## src/rtl/bitop_pkg.sv

```systemverilog
package bitop_pkg;

  typedef enum logic [3:0] {
    OP_AND_C   = 4'd0,
    OP_OR_C    = 4'd1,
    OP_XOR_C   = 4'd2,
    OP_LOAD_C  = 4'd3,
    OP_STORE_C = 4'd4,
    OP_CPL_B   = 4'd5,
    OP_SET_B   = 4'd6,
    OP_CLR_B   = 4'd7,
    OP_CPL_C   = 4'd8,
    OP_SET_C   = 4'd9,
    OP_CLR_C   = 4'd10
  } bop_e;

  typedef enum logic [3:0] {
    ST_IDLE, ST_LAT, ST_DIV, ST_OFS, ST_RD, ST_EXT, ST_UPD, ST_WR, ST_FIN, ST_CY
  } st_e;

  function automatic logic op_known(input logic [3:0] o);
    return o <= 4'd10;
  endfunction

  function automatic logic op_reads(input logic [3:0] o);
    return o inside {OP_AND_C, OP_OR_C, OP_XOR_C, OP_LOAD_C};
  endfunction

  function automatic logic op_writes(input logic [3:0] o);
    return o inside {OP_STORE_C, OP_CPL_B, OP_SET_B, OP_CLR_B};
  endfunction

  function automatic logic op_carry(input logic [3:0] o);
    return o inside {OP_CPL_C, OP_SET_C, OP_CLR_C};
  endfunction

endpackage

```

## src/rtl/bitop_alu.sv

```systemverilog
module bitop_alu
  import bitop_pkg::*;
#(
  parameter int DATA_W = 8,
  localparam int IW = $clog2(DATA_W)
) (
  input  logic [3:0]        op,
  input  logic              cy_in,
  input  logic              sel,
  input  logic [DATA_W-1:0] byte_in,
  input  logic [IW-1:0]     idx,
  output logic              cy_next,
  output logic [DATA_W-1:0] byte_next
);

  logic new_bit;

  always_comb begin
    case (op)
      OP_AND_C:  cy_next = cy_in & sel;
      OP_OR_C:   cy_next = cy_in | sel;
      OP_XOR_C:  cy_next = cy_in ^ sel;
      OP_LOAD_C: cy_next = sel;
      OP_CPL_C:  cy_next = ~cy_in;
      OP_SET_C:  cy_next = 1'b1;
      OP_CLR_C:  cy_next = 1'b0;
      default:   cy_next = cy_in;
    endcase
  end

  always_comb begin
    case (op)
      OP_STORE_C: new_bit = cy_in;
      OP_CPL_B:   new_bit = ~sel;
      OP_SET_B:   new_bit = 1'b1;
      OP_CLR_B:   new_bit = 1'b0;
      default:    new_bit = sel;
    endcase
  end

  for (genvar g = 0; g < DATA_W; g++) begin : g_bit
    assign byte_next[g] = (idx == IW'(g)) ? new_bit : byte_in[g];
  end

endmodule

```

## src/rtl/bitop_fsm.sv

```systemverilog
module bitop_fsm
  import bitop_pkg::*;
#(
  parameter int BIT_AW = 7
) (
  input  logic            clk,
  input  logic            rst,
  input  logic            start,
  input  logic [3:0]      op_in,
  input  logic [BIT_AW:0] bit_in,
  output st_e             state,
  output logic [3:0]      op_q,
  output logic [BIT_AW:0] bit_q,
  output logic            done,
  output logic            err
);

  logic err_pend;
  logic bad_req;

  always_comb bad_req = !op_known(op_q) || (!op_carry(op_q) && bit_q[BIT_AW]);

  always_ff @(posedge clk) begin
    if (rst) begin
      state    <= ST_IDLE;
      op_q     <= '0;
      bit_q    <= '0;
      done     <= 1'b0;
      err      <= 1'b0;
      err_pend <= 1'b0;
    end else begin
      done <= 1'b0;
      err  <= 1'b0;
      case (state)
        ST_IDLE: if (start) begin
          op_q     <= op_in;
          bit_q    <= bit_in;
          err_pend <= 1'b0;
          state    <= ST_LAT;
        end
        ST_LAT: begin
          if (bad_req) begin
            err_pend <= 1'b1;
            state    <= ST_FIN;
          end else if (op_carry(op_q)) begin
            state <= ST_CY;
          end else begin
            state <= ST_DIV;
          end
        end
        ST_DIV: state <= ST_OFS;
        ST_OFS: state <= ST_RD;
        ST_RD:  state <= ST_EXT;
        ST_EXT: state <= ST_UPD;
        ST_UPD: state <= ST_WR;
        ST_WR:  state <= ST_FIN;
        ST_CY:  state <= ST_FIN;
        ST_FIN: begin
          done  <= 1'b1;
          err   <= err_pend;
          state <= ST_IDLE;
        end
        default: state <= ST_IDLE;
      endcase
    end
  end

  p_done_one_cycle_r9: assert property (@(posedge clk) disable iff (rst)
    done |=> !done);

  p_err_needs_done_r10: assert property (@(posedge clk) disable iff (rst)
    err |-> done);

  p_busy_holds_request_r11: assert property (@(posedge clk) disable iff (rst)
    (state != ST_IDLE && start) |=> ($stable(op_q) && $stable(bit_q)));

endmodule

```

## src/rtl/bitop_path.sv

```systemverilog
module bitop_path
  import bitop_pkg::*;
#(
  parameter int BIT_AW    = 7,
  parameter int DATA_W    = 8,
  parameter int RAM_AW    = 7,
  parameter int BASE_ADDR = 32,
  localparam int IW     = $clog2(DATA_W),
  localparam int QW     = BIT_AW - IW,
  localparam int REGION = (2 ** BIT_AW) / DATA_W
) (
  input  logic              clk,
  input  logic              rst,
  input  st_e               state,
  input  logic [3:0]        op,
  input  logic [BIT_AW:0]   bit_addr,
  input  logic [DATA_W-1:0] ram_rdata,
  output logic [RAM_AW-1:0] ram_addr,
  output logic              ram_rd_en,
  output logic              ram_wr_en,
  output logic [DATA_W-1:0] ram_wdata,
  output logic              cy
);

  localparam logic [RAM_AW-1:0] WIN_LO = RAM_AW'(BASE_ADDR);
  localparam logic [RAM_AW-1:0] WIN_HI = RAM_AW'(BASE_ADDR + REGION - 1);

  logic [QW-1:0]     quot_q;
  logic [IW-1:0]     idx_q;
  logic [DATA_W-1:0] byte_q;
  logic              sel_q;
  logic              cy_next;
  logic [DATA_W-1:0] byte_next;

  bitop_alu #(.DATA_W(DATA_W)) u_alu (
    .op        (op),
    .cy_in     (cy),
    .sel       (sel_q),
    .byte_in   (byte_q),
    .idx       (idx_q),
    .cy_next   (cy_next),
    .byte_next (byte_next)
  );

  always_ff @(posedge clk) begin
    if (rst) begin
      quot_q    <= '0;
      idx_q     <= '0;
      byte_q    <= '0;
      sel_q     <= 1'b0;
      ram_addr  <= '0;
      ram_rd_en <= 1'b0;
      ram_wr_en <= 1'b0;
      ram_wdata <= '0;
      cy        <= 1'b0;
    end else begin
      case (state)
        ST_DIV: begin
          quot_q <= QW'(bit_addr[BIT_AW-1:0] / DATA_W);
          idx_q  <= IW'(bit_addr[BIT_AW-1:0] % DATA_W);
        end
        ST_OFS: begin
          ram_addr  <= WIN_LO + RAM_AW'(quot_q);
          ram_rd_en <= 1'b1;
        end
        ST_RD: ram_rd_en <= 1'b0;
        ST_EXT: begin
          byte_q <= ram_rdata;
          sel_q  <= ram_rdata[idx_q];
        end
        ST_UPD: begin
          if (op_writes(op)) begin
            ram_wdata <= byte_next;
            ram_wr_en <= 1'b1;
          end else begin
            cy <= cy_next;
          end
        end
        ST_WR: ram_wr_en <= 1'b0;
        ST_CY: cy <= cy_next;
        default: ;
      endcase
    end
  end

  p_ram_window_r1: assert property (@(posedge clk) disable iff (rst)
    (ram_rd_en || ram_wr_en) |-> (ram_addr >= WIN_LO && ram_addr <= WIN_HI));

  p_no_rd_wr_overlap_r2: assert property (@(posedge clk) disable iff (rst)
    !(ram_rd_en && ram_wr_en));

  p_read_ops_never_write_r5: assert property (@(posedge clk) disable iff (rst)
    ram_wr_en |-> op_writes(op));

  p_single_bit_write_r6: assert property (@(posedge clk) disable iff (rst)
    ram_wr_en |-> ($countones(ram_wdata ^ byte_q) <= 1));

endmodule

```

## src/rtl/bitop_unit.sv

```systemverilog
module bitop_unit
  import bitop_pkg::*;
#(
  parameter int BIT_AW    = 7,
  parameter int DATA_W    = 8,
  parameter int RAM_AW    = 7,
  parameter int BASE_ADDR = 32
) (
  input  logic              clk,
  input  logic              rst,
  input  logic              start,
  input  logic [3:0]        op,
  input  logic [BIT_AW:0]   bit_addr,
  output logic [RAM_AW-1:0] ram_addr,
  output logic              ram_rd_en,
  input  logic [DATA_W-1:0] ram_rdata,
  output logic              ram_wr_en,
  output logic [DATA_W-1:0] ram_wdata,
  output logic              cy,
  output logic              done,
  output logic              err
);

  st_e             state;
  logic [3:0]      op_q;
  logic [BIT_AW:0] bit_q;

  bitop_fsm #(.BIT_AW(BIT_AW)) u_fsm (
    .clk    (clk),
    .rst    (rst),
    .start  (start),
    .op_in  (op),
    .bit_in (bit_addr),
    .state  (state),
    .op_q   (op_q),
    .bit_q  (bit_q),
    .done   (done),
    .err    (err)
  );

  bitop_path #(
    .BIT_AW    (BIT_AW),
    .DATA_W    (DATA_W),
    .RAM_AW    (RAM_AW),
    .BASE_ADDR (BASE_ADDR)
  ) u_path (
    .clk       (clk),
    .rst       (rst),
    .state     (state),
    .op        (op_q),
    .bit_addr  (bit_q),
    .ram_rdata (ram_rdata),
    .ram_addr  (ram_addr),
    .ram_rd_en (ram_rd_en),
    .ram_wr_en (ram_wr_en),
    .ram_wdata (ram_wdata),
    .cy        (cy)
  );

  p_reject_keeps_carry_r10: assert property (@(posedge clk) disable iff (rst)
    (done && err) |-> (cy == $past(cy, 2)));

endmodule

```

## config.mk

```make
export PLATFORM = sky130hd
export DESIGN_NAME = bitop_unit
export DESIGN_NICKNAME = d
export VERILOG_FILES = /design/src/rtl/bitop_pkg.sv /design/src/rtl/bitop_alu.sv /design/src/rtl/bitop_fsm.sv /design/src/rtl/bitop_path.sv /design/src/rtl/bitop_unit.sv
export SDC_FILE = /design/constraint.sdc
export NUM_CORES = 1
export LEC_CHECK = 0
export ABC_AREA = 1
export ABC_CLOCK_PERIOD_IN_PS = 1800
export CELL_PAD_IN_SITES_DETAIL_PLACEMENT = 0
export CELL_PAD_IN_SITES_GLOBAL_PLACEMENT = 1
export CORE_MARGIN = 4
export CORE_UTILIZATION = 40
export DETAILED_ROUTE_END_ITERATION = 16
export PLACE_DENSITY = 0.9
export SLEW_MARGIN = 20
export SYNTH_ARGS = -nofsm -noshare
export SYNTH_HDL_FRONTEND = slang
export SYNTH_SLANG_ARGS = --single-unit
```

## constraint.sdc

```tcl
create_clock -name clk -period 1.8 [get_ports clk]
set_input_delay 0.27 -clock clk [delete_from_list [all_inputs] [get_ports clk]]
set_output_delay 0.27 -clock clk [all_outputs]
set_load 0.005 [all_outputs]
```

== Yosys cells after proc, flatten, opt, wreduce, memory -nomap -nowiden ==
Index checks and enable logic that the tools add are counted.
Widths: inputs -> output; s select.

* $add $sub $neg: 1
* Multiply operators: 0
* Divide/modulo/power cells: 0
* Magnitude comparators: 2
* Equal/unequal tests: 30
* Shift-type cells: 0
* Muxes and demuxes: 25
* Bitwise operators: 6
* Reductions and logical operators: 20

{| class="wikitable"
|+ Operator list
! cell !! count
|-
| $eq 4x3->1 const B || 8
|-
| $pmux 4 s8 || 1
|-
| $eq 4x4->1 const B || 5
|-
| $eq 4x2->1 const B || 4
|-
| $mux 1 || 14
|-
| $eq 3x3->1 const B || 4
|-
| $mux 4 || 3
|-
| $eq 4x1->1 const B || 2
|-
| $logic_not 4->1 || 2
|-
| $pmux 1 s2 || 4
|-
| $reduce_and 2->1 || 4
|-
| $reduce_bool 2->1 || 4
|-
| $add 6x4->7 const A || 1
|-
| $pmux 1 s7 || 1
|-
| $eq 3x2->1 const B || 2
|-
| $le 4x4->1 const B || 1
|-
| $lt 3x4->1 const B || 1
|-
| $ne 2x1->1 const B || 2
|-
| $ne 2x2->1 const B || 2
|-
| $pmux 1 s4 || 1
|-
| $reduce_bool 4->1 || 1
|-
| $reduce_or 2->1 || 2
|-
| $bmux 1 s3 || 1
|-
| $eq 3x1->1 const B || 1
|-
| 10 further kinds || 13
|}

* Flip-flop bits (word level): 53
* Latch bits: 0
* Bits in writable memories: 0
* ROM bits: 0
* Input port bits: 23
* Output and inout bits: 20
* Logic and storage cells: 99
* Memories: 0

== Logic depth before layout (Yosys ltp) ==
* Depth in word-level cells: 7
* Depth in mapped cells: 10
* Gate-level depth less buffers: 10

== Cells and area by module ==
From an unflattened synthesis, not the netlist that was laid out.

* Cell total of the unflattened synthesis: 344
* Area total of the unflattened synthesis: 2,503.7 µm²

{| class="wikitable"
|+ By module, submodules not included
! module !! instances !! cells each !! area each (µm²) !! seq. area each (µm²)
|-
| bitop_path || 1 || 169 || 1,286.2 || 640.6
|-
| bitop_fsm || 1 || 107 || 802.0 || 380.4
|-
| bitop_alu || 1 || 68 || 415.4 || 0.0
|}

== Worst setup path before layout ==
OpenSTA, ideal clock, no wires.

* Kind: reg2reg
* Start point: register u_path.cy
* End point: register u_path.cy
* Setup time: 0.132 ns
* Arrival time: 1.094 ns
* Data required time: 1.668 ns
* Setup slack: 0.574 ns
* Cell stages (with the launch flop): 11
* Path buffers: 0
* Period minus slack after synthesis: 1.226 ns
* Cell sequence: dfxtp_1 -> inv_1 -> ha_1 -> inv_1 -> nand3_1 -> nand2_1 -> nand2_1 -> nand2_1 -> nand2_1 -> nand2_1 -> a21oi_1

* Cells in the longest elaborated chain, start to end: 4
* Elaborated cells between the ends (all ways): 7
* Classes of those cells: mux: 3; bitwise: 4

{| class="wikitable"
|+ Ends and longest elaborated chain
! element !! line !! RTL
|-
| start, declared || bitop_path.sv:22 || <nowiki>output logic cy</nowiki>
|-
| start signal, assigned || bitop_path.sv:76 || <nowiki>cy <= cy_next;</nowiki>
|-
| start signal, assigned || bitop_path.sv:80 || <nowiki>ST_CY: cy <= cy_next;</nowiki>
|-
| $xor 1x1->1 (tied with other cells) || bitop_alu.sv:22 || <nowiki>OP_XOR_C: cy_next = cy_in ^ sel;</nowiki>
|-
| $pmux 1 s7 * || bitop_alu.sv:19 || <nowiki>case (op)</nowiki>
|-
| $mux 1 || bitop_path.sv:72 || <nowiki>if (op_writes(op)) begin</nowiki>
|-
| $pmux 1 s2 * || bitop_path.sv:57 || <nowiki>case (state)</nowiki>
|}

Every way passes the cells marked *; elsewhere a longest branch is shown, timed or not. The select of a mux whose other input is x is not followed.
A chain may end at the register's enable or synchronous reset.

== Final worst setup path ==
* Start point: register u_path.cy
* End point: output cy

{| class="wikitable"
|+ RTL lines
! element !! line !! RTL
|-
| end, declared || bitop_unit.sv:19 || <nowiki>output logic cy,</nowiki>
|}

No word-level cell between the ends.

==> reports/qor.txt <==
CTS root buf - clkbuf_8
GPL Wtd Cong - 0.786
Syn Area/Cell - 7.31 sq um
crit path time final - 1510 ps
reg2reg start - u_fsm.state[3]
f_max - 664 MHz
first-pass GRT wire length - 8710 um
Total Routing Usage GR - 15.0%
Syn-to-layout area delta - 24.3%
Distinct cells, synth - 31
Top Family by Delay on Critical Path - buffers and inverters
vias in the first global route - 1910
core footprint - 5510 sq um
leading cell type in the layout, fill and taps excluded - nand2_1
CP cell instances - clkdlybuf4s50_1
ANT nets after route - 0
Hold Path Depth - 2
# setup viols final - 0
first drt pass iteration count - 4
RSZ-0062 raised after global routing - false
Final nets - 374
Worst Slack Setup Final - 295 ps
Die X - 83.2 um
worst path required time - 1530 ps
pre-CTS setup slack - 359 ps
buffers added on ports - 40
Peak VDD IR - 0.000703 V
CTS hold repair buffers - 0
arrival time worst endpoint - 1240 ps
r2r endpoint - u_fsm.bit_q[4]
Slowest cell on crit path - clkdlybuf4s50_1
Vias/cell - 4.87
Power Total - 2.63 mW
mapped cell area - 2260 sq um
Critical Path End Type - output port
WP buf/inv - 1
final hold violation count - 0
CP max stage delay - 530 ps
sequential share of the synthesized area - 45.2%
# diodes - 0
ratio of cells with drive above 1 in the final layout - 6.57%
Overflow after GRT - 0
H-tree depth - 2
drt first-iter violations - 117
cell area power density - 935 nW/um^2
length in cells of the worst reg-to-reg path - 6
Tcrit/Tclk final - 83.6%
Slew Viols, Final - 0
CTS tree - yes
area of the die - 6920 sq um
Yosys reg bits - 51
DRT Wirelength - 4870 um
Ys Warns - 0
Residual DRC - 0
worst hold start - u_path.byte_q[6]
setup_tns - 0 ps
clock skew - 6.47 ps
# IOs - 43
Max FO, Critical Path - 5
largest net degree at the start of global routing - 24
DR vias - 2055
CP Launch Type - flip-flop
Setup CP Type - flip-flop to output port
P_leak - 1.10 nW
status - completed
Num Clock Sinks - 51
synthesized instance count - 309
worst min path class - flip-flop to flip-flop
Wirelength per Cell - 11.5 um
Worst R2R Setup Slack - 420 ps
Placement Rows - 27
Post-DP HPWL - 3630 um
die span in y - 83.2 um
Reg clk slew, reported paths - 80 ps
max-cap violations - 0
post_cts resized - 0
setup bufs post-CTS - 0
CTS Buffer Depth - 2
CTS Buf Count - 5
worst-skew pair later-pin latency - 300 ps
initial antenna violation count - 0
commonest non-fill, non-tap cells in the layout - nand2_1 (63), dfxtp_1 (51), a21oi_1 (49), clkdlybuf4s50_1 (40), inv_1 (38)
initial core utilization - 41.0%
Worst Hold Path EP - u_path.byte_q[6]
cell type report:
class                           instances  area [sq um]
Timing Repair Buffer                   44           430
Tap cell                               72          90.1
Inverter                               40           150
Fill cell                             556          2700
Multi-Input combinational cell        207          1010
Clock buffer                            7          96.3
Clock inverter                          1          7.51
Sequential cell                        51          1020
registers in the layout, indices dropped and copies added (netlist names), 3 cells and up:
name              count
u_fsm.op_q            4
u_path.ram_addr       5
u_fsm.bit_q           8
u_fsm.state           4
u_path.byte_q         8
u_path.quot_q         4
u_path.ram_wdata      8
u_path.idx_q          3
power by group:
group          internal [mW]  switching [mW]  total (mW)
clock                  0.350           0.373       0.723
combinational          0.223           0.349       0.572
sequential              1.24          0.0925        1.33
total                   1.81           0.814        2.63
layer usage:
metal | global-route usage, % | part of all wire (%)
met1 | 19.2 | 48
met2 | 24.7 | 46
met3 | 4.86 | 5.8
met4 | 3.12 | 0.64
met5 | 0 | 0
synthesized netlist by cell type:
library cell	instances	area, sq um
buf_4	2	15.0
nand3b_1	1	7.51
clkbuf_8	1	13.8
nand2_1	63	236
nand2_2	2	12.5
a41oi_1	1	8.76
ha_1	2	25.0
dfxtp_1	51	1020
buf_2	2	10.0
nand2_4	1	11.3
buf_6	2	22.5
nor2_4	4	45.0
nor3b_1	1	7.51
nand3_4	1	17.5
nand3_1	17	85.1
o21ai_0	31	155
conb_1	1	3.75
o211ai_1	1	7.51
inv_1	38	143
nor2_1	21	78.8
o22ai_1	1	6.26
nor3_1	2	10.0
o31ai_1	1	7.51
clkbuf_1	4	15.0
inv_2	2	7.51
nor4_1	1	6.26
nor2_2	1	6.26
a31oi_1	1	6.26
nand4_1	3	18.8
a21oi_1	49	245
buf_1	1	3.75
worst max-delay path by stage:
stage,from,to,depth (start not counted)
2_1_floorplan,u_path.cy,u_path.cy,10
3_3_place_gp,start,u_fsm.op_q[0],4
3_5_place_dp,start,u_fsm.bit_q[4],4
4_1_cts,u_path.cy,cy,1
5_1_grt,u_fsm.op_q[2],u_path.ram_wdata[0],7
6_report,u_path.cy,cy,1
metrics by stage:
stage	cell area [sq um]	hold slack [ps]	instances	utilization, %
3_3_place_gp	2700	436	414	49.1
3_5_place_dp	2700	442	414	49.1
2_1_floorplan	2260	349	310	-
5_1_grt	2810	477	422	51.0
4_1_cts	2810	456	422	51.0
6_report	2810	452	422	51.0
kinds of logic after synthesis:
kind of cell	count (synthesis)	synth area share (%)
DFF	51	45.2
buffers and inverters	52	10.2
adders and majority gates	2	1.11
AOI/OAI and AO/OA	85	19.3
other	1	0.166
and+or+nand+nor	118	24.0
Note: power is estimated with default switching activity, not from simulation.
